--- config.mk ---
export PLATFORM = sky130hd
export DESIGN_NAME = tgt_cmp_top
export DESIGN_NICKNAME = d
export VERILOG_FILES = /design/src/rtl/tcu_pkg.sv /design/src/rtl/tcu_half_pair.sv /design/src/rtl/tcu_next.sv /design/src/rtl/tcu_fire.sv /design/src/rtl/tgt_cmp_top.sv
export SDC_FILE = /design/constraint.sdc
export NUM_CORES = 1
export LEC_CHECK = 0
export ABC_AREA = 1
export BUFFER_PORTS_ARGS = -buffer_cell sky130_fd_sc_hd__buf_2
export CORE_MARGIN = 2
export CORE_UTILIZATION = 60
export CTS_BUF_LIST = sky130_fd_sc_hd__clkbuf_8
export DETAILED_ROUTE_END_ITERATION = 12
export PLACE_DENSITY = 0.85
export SLEW_MARGIN = 20
export SYNTH_ARGS = -nofsm -noshare
export SYNTH_HDL_FRONTEND = slang
export SYNTH_SLANG_ARGS = --single-unit
--- constraint.sdc ---
create_clock -name clk -period 3.2 [get_ports clk]
set_input_delay 0.48 -clock clk [delete_from_list [all_inputs] [get_ports clk]]
set_output_delay 0.48 -clock clk [all_outputs]
set_load 0.01 [all_outputs]
--- src/rtl/tcu_pkg.sv ---
package tcu_pkg;
  localparam int ADR_TGT_LO = 0;
  localparam int ADR_TGT_HI = 1;
  localparam int ADR_RLD_LO = 2;
  localparam int ADR_RLD_HI = 3;
  localparam int ADR_CFG    = 4;
  localparam int ADR_STS    = 5;
  localparam int CFG_MODE_BIT = 0;
  localparam int CFG_IEN_BIT  = 1;
  localparam int STS_CLR_BIT  = 0;
endpackage

--- src/rtl/tcu_half_pair.sv ---
// Collects two half-width writes and commits the full value when both are present.
module tcu_half_pair #(
  parameter int HW = 32
) (
  input  logic          clk,
  input  logic          rst,
  input  logic          wr_lo,
  input  logic          wr_hi,
  input  logic [HW-1:0] wdata,
  output logic          commit,
  output logic [2*HW-1:0] value
);
  logic [HW-1:0] sh_lo, sh_hi;
  logic          got_lo, got_hi;

  always_comb begin
    commit = (wr_lo & got_hi) | (wr_hi & got_lo);
    value  = wr_lo ? {sh_hi, wdata} : {wdata, sh_lo};
  end

  always_ff @(posedge clk) begin
    if (rst) begin
      sh_lo  <= '0;
      sh_hi  <= '0;
      got_lo <= 1'b0;
      got_hi <= 1'b0;
    end else if (commit) begin
      got_lo <= 1'b0;
      got_hi <= 1'b0;
    end else begin
      if (wr_lo) begin
        sh_lo  <= wdata;
        got_lo <= 1'b1;
      end
      if (wr_hi) begin
        sh_hi  <= wdata;
        got_hi <= 1'b1;
      end
    end
  end
endmodule

--- src/rtl/tcu_next.sv ---
// Next-target calculation: full reload or increment by the low part.
module tcu_next #(
  parameter int W  = 64,
  parameter int IW = 32
) (
  input  logic         mode,
  input  logic [W-1:0] tgt,
  input  logic [W-1:0] reload,
  output logic [W-1:0] nxt
);
  localparam int PADW = W - IW;
  assign nxt = mode ? reload : tgt + {{PADW{1'b0}}, reload[IW-1:0]};
endmodule

--- src/rtl/tcu_fire.sv ---
// Equality compare with a hold flag that suppresses retriggering on an unchanged target.
module tcu_fire #(
  parameter int W = 64
) (
  input  logic         clk,
  input  logic         rst,
  input  logic [W-1:0] time_val,
  input  logic         time_wr,
  input  logic [W-1:0] tgt,
  input  logic         tgt_load,
  input  logic         nxt_same,
  output logic         fire
);
  logic match, hold_q;

  assign match = (time_val == tgt);
  assign fire  = match & (~hold_q | time_wr);

  always_ff @(posedge clk) begin
    if (rst)           hold_q <= 1'b0;
    else if (tgt_load) hold_q <= 1'b0;
    else if (fire)     hold_q <= nxt_same;
    else               hold_q <= hold_q & match;
  end
endmodule

--- src/rtl/tgt_cmp_top.sv ---
module tgt_cmp_top
  import tcu_pkg::*;
#(
  parameter int DW = 32,
  parameter int AW = 3,
  parameter int TW = 2 * DW
) (
  input  logic          clk,
  input  logic          rst,
  input  logic [TW-1:0] time_val,
  input  logic          time_wr,
  input  logic          reg_we,
  input  logic [AW-1:0] reg_addr,
  input  logic [DW-1:0] reg_wdata,
  output logic          evt_o,
  output logic          irq_sts_o,
  output logic          irq_o
);
  localparam logic [TW-1:0] RST_TGT = '1;

  logic          we_tlo, we_thi, we_rlo, we_rhi, we_cfg, we_sts;
  logic          tgt_commit, rld_commit, sts_clr, fire, nxt_same;
  logic [TW-1:0] tgt_wval, rld_wval, nxt;
  logic [TW-1:0] tgt_q, rld_q;
  logic          mode_q, ien_q, ien_n, sts_n;

  assign we_tlo = reg_we && (reg_addr == AW'(ADR_TGT_LO));
  assign we_thi = reg_we && (reg_addr == AW'(ADR_TGT_HI));
  assign we_rlo = reg_we && (reg_addr == AW'(ADR_RLD_LO));
  assign we_rhi = reg_we && (reg_addr == AW'(ADR_RLD_HI));
  assign we_cfg = reg_we && (reg_addr == AW'(ADR_CFG));
  assign we_sts = reg_we && (reg_addr == AW'(ADR_STS));
  assign sts_clr = we_sts & reg_wdata[STS_CLR_BIT];

  tcu_half_pair #(.HW(DW)) u_tgt_pair (
    .clk(clk), .rst(rst), .wr_lo(we_tlo), .wr_hi(we_thi), .wdata(reg_wdata),
    .commit(tgt_commit), .value(tgt_wval)
  );

  tcu_half_pair #(.HW(DW)) u_rld_pair (
    .clk(clk), .rst(rst), .wr_lo(we_rlo), .wr_hi(we_rhi), .wdata(reg_wdata),
    .commit(rld_commit), .value(rld_wval)
  );

  tcu_next #(.W(TW), .IW(DW)) u_next (
    .mode(mode_q), .tgt(tgt_q), .reload(rld_q), .nxt(nxt)
  );

  assign nxt_same = (nxt == tgt_q);

  tcu_fire #(.W(TW)) u_fire (
    .clk(clk), .rst(rst), .time_val(time_val), .time_wr(time_wr),
    .tgt(tgt_q), .tgt_load(tgt_commit), .nxt_same(nxt_same), .fire(fire)
  );

  assign sts_n = fire | (irq_sts_o & ~sts_clr);
  assign ien_n = we_cfg ? reg_wdata[CFG_IEN_BIT] : ien_q;

  always_ff @(posedge clk) begin
    if (rst) begin
      tgt_q     <= RST_TGT;
      rld_q     <= '0;
      mode_q    <= 1'b0;
      ien_q     <= 1'b0;
      evt_o     <= 1'b0;
      irq_sts_o <= 1'b0;
      irq_o     <= 1'b0;
    end else begin
      evt_o     <= fire;
      irq_sts_o <= sts_n;
      irq_o     <= sts_n & ien_n;
      ien_q     <= ien_n;
      if (we_cfg) mode_q <= reg_wdata[CFG_MODE_BIT];
      if (tgt_commit)  tgt_q <= tgt_wval;
      else if (fire)   tgt_q <= nxt;
      if (rld_commit)  rld_q <= rld_wval;
    end
  end
endmodule

==> run metrics <==
status complete, no violations; clk_lat worst skew 0.59 ns; syn avg cell area 6.22 µm²; measured slew at the worst slew-check pin 0.947 ns; Clk pwr share 0.388; Top delay family on crit path compound AO/OA/AOI/OAI gates; Synth Register Bits 266; Crit path top cell by count nor2_1; Layout Nets 3106; CTS clock-pin slew for the worst setup and hold paths 0.06 ns; FP Rows 63; CP max FO 8; post-synthesis cell area 0.0181 mm²; CP Capture Type register; Final Power 8.77 mW; Vias per Instance 6.26; r2r setup slk 0.06 ns; HP Class in -> reg; dpl cell area 0.0191 mm²; clock tree buffer depth 3; Fmax 319 MHz; final WL 74400 µm; CTS tree built; Placer Congestion 1.03; initial antenna violation count 2; GRT overflow 0; Final Hold Fails 0; ys flop type dfxtp_1; die area 0.0315 mm²; most common cell after layout, fill and taps aside nand2_1; DR WL/cell 21.9 µm; CTS buffer count 45; via count 21200; min Tclk post-route 3.14 ns; reg-to-reg critical path startpoint tgt_q[36]; # setup viols final 0; Sw Ratio 0.331; Routed Antenna Nets 0; Setup crit end u_fire.hold_q; Setup CP Type reg -> reg; period utilization 0.980; sw power 2.90 mW; layout cells sized above 1 0.151; cells after synthesis 2908; Ys Warns 0; Critical path origin tgt_q[36]; PD cells 433 mW/mm²; Worst EP required 3.68 ns; Gate power share 0.222; commonest cells after routing, fill and taps aside nand2_1 (887), inv_1 (320), dfxtp_1 (251); Root Driver clkbuf_8; drt drc 0; register area share after synthesis 0.295; Max stage delay on crit path 0.68 ns; DRT iter0 DRCs 3265; syn nets 3044; critical path arrival 3.62 ns; CP Depth 13; dpl hpwl 55600 µm; via count of the first global-routing pass 18700; Post-synth EDFFs 0; H-tree levels 2; Sink Count 266; max-capacitance violation count 0; Static Leak 10.0 nW; Synth cell types 40; Die Width 178 µm; pin count of the biggest net entering global routing 129; Worst Reg-to-Reg Cells 13; IO Pins 106; Fin Hold WS 0.224 ns; CP cell instances inv_1 > nor3_2 > inv_1 > nor2_1 > a21oi_1 > o21ai_0 > o211ai_1 > nand2_1 > nor2_1 > nand2_1 > nor2_1 > nand3_1 > a21oi_1; Antenna Cells 0; first-pass GRT wire length 110000 µm; crit path launch type register; Die Span Y 178 µm; area of the core 0.0296 mm²; final max-slew violation count 0; port bufs 105; slowest CP cell dfxtp_1; Clock Skew 0.0174 ns; Filler Cells Inserted 2682; fin area 0.0203 mm²; Seq pwr share 0.390; Buffers & Inverters on Critical Path 2; Internal Power 5.87 mW; capture point of the worst reg-to-reg path u_fire.hold_q; Area growth, synth to finish 12.1%; Pre-antenna DRT Iters 6; slew margin rel. 0.368; Initial Util 0.610; GRT Resource Usage Total 0.460; share of synthesized registers carrying an async set or reset 0; Max VDD drop 0.411 mV
-- sequential cells by signal, indices dropped and copies added (netlist names) --
signal and flops:
rld_q 64, tgt_q 64, u_rld_pair.sh_hi 32, u_rld_pair.sh_lo 32, u_tgt_pair.sh_hi 32, u_tgt_pair.sh_lo 32
evt_o 1, ien_q 1, irq_o 1, irq_sts_o 1, mode_q 1, u_fire.hold_q 1
u_rld_pair.got_hi 1, u_rld_pair.got_lo 1, u_tgt_pair.got_hi 1, u_tgt_pair.got_lo 1
-- tightest hold or removal path: stages --
cell and delay, ns:
buf_2 0.14, nand2_1 0.08, a31oi_1 0.07
-- Yosys cell counts, types with 11 or more instances --
library cell / instances / area [µm²]
clkbuf_1: 119 / 447
nor2_1: 175 / 657
nor3_1: 15 / 75.1
a211oi_1: 12 / 90.1
nor2_2: 11 / 68.8
ha_1: 32 / 400
buf_2: 26 / 130
inv_1: 318 / 1190
o21ai_0: 151 / 756
xor2_1: 19 / 166
xnor2_1: 41 / 359
inv_2: 13 / 48.8
a21oi_1: 164 / 821
dfxtp_1: 266 / 5330
nand4_1: 34 / 213
nand2_2: 17 / 106
o211ai_1: 103 / 773
or2_2: 70 / 438
nand2_1: 896 / 3360
buf_1: 14 / 52.6
nand3_1: 221 / 1110
nand3b_1: 11 / 82.6
o2111ai_1: 54 / 473
a31oi_1: 65 / 407
-- cell families (layout without fill, tap and decap cells) --
logic type      count (synthesis)  count (layout)  share of synthesized area
compound gates                564             564                      0.190
buf+inv                       506             600                      0.111
xor+xnor                       60              60                     0.0291
fa+ha+maj                      33              33                     0.0233
flops                         266             266                      0.295
simple gates                 1479            1479                      0.352
-- through the flow --
step	cells	setup slack (ns)	TNS (ns)	utilization
global placement	3310	-0.0683	-0.0683	0.644
global route	3392	-0.0413	-0.0413	0.684
floorplan	2908	0.770	0	-
finish	3392	0.0626	0	0.684
detailed placement	3310	-0.0623	-0.0623	0.644
CTS	3389	0.000972	0	0.678
-- what timing repair did --
action	CTS	global route
pin swaps	0	8
hold buffers	0	0
setup endpoints to repair	1	3
setup buffers	0	3
resized for setup	4	57
-- how the worst min path moves through the flow --
stage | from | to | slack [ns] | depth (start not counted)
6_report | reg_wdata[27] | rld_q[27] | 0.22 | 3
2_1_floorplan | u_rld_pair.got_hi | u_rld_pair.got_hi | 0.42 | 2
4_1_cts | reg_wdata[20] | u_tgt_pair.sh_hi[20] | 0.23 | 3
3_5_place_dp | u_tgt_pair.sh_hi[5] | u_tgt_pair.sh_hi[5] | 0.45 | 2
5_1_grt | reg_wdata[27] | rld_q[59] | 0.24 | 3
3_3_place_gp | u_rld_pair.got_hi | u_rld_pair.got_hi | 0.43 | 2
-- routing by layer --
metal,part of all wire,GRT usage,vias to the layer above
li1,-,-,9706
met3,0.16,0.132,218
met4,0.043,0.169,4
met5,0.00034,0,-
met1,0.39,0.645,9739
met2,0.41,0.666,1569
-- power groups by stage --
stage / clock network, mW / logic [mW] / registers [mW]
after global routing: 3.52 / 2.11 / 3.42
after floorplan: 0 / 1.21 / 3.47
final: 3.41 / 1.94 / 3.42
after detailed placement: 0 / 1.82 / 3.49
after CTS: 3.37 / 1.84 / 3.42
after global placement: 0 / 1.80 / 3.49
-- area by class of cell --
type                       instances  area [µm²]  area share
sequential                       266        5350       0.264
timing repair buffer             188        1250      0.0617
multi-input combinational       2136       10900       0.539
clock buffer                      65         895      0.0441
inverter                         333        1250      0.0618
tap                              390         488      0.0241
clock inverter                    14         105     0.00519
Note: power is estimated with default switching activity, not from simulation.
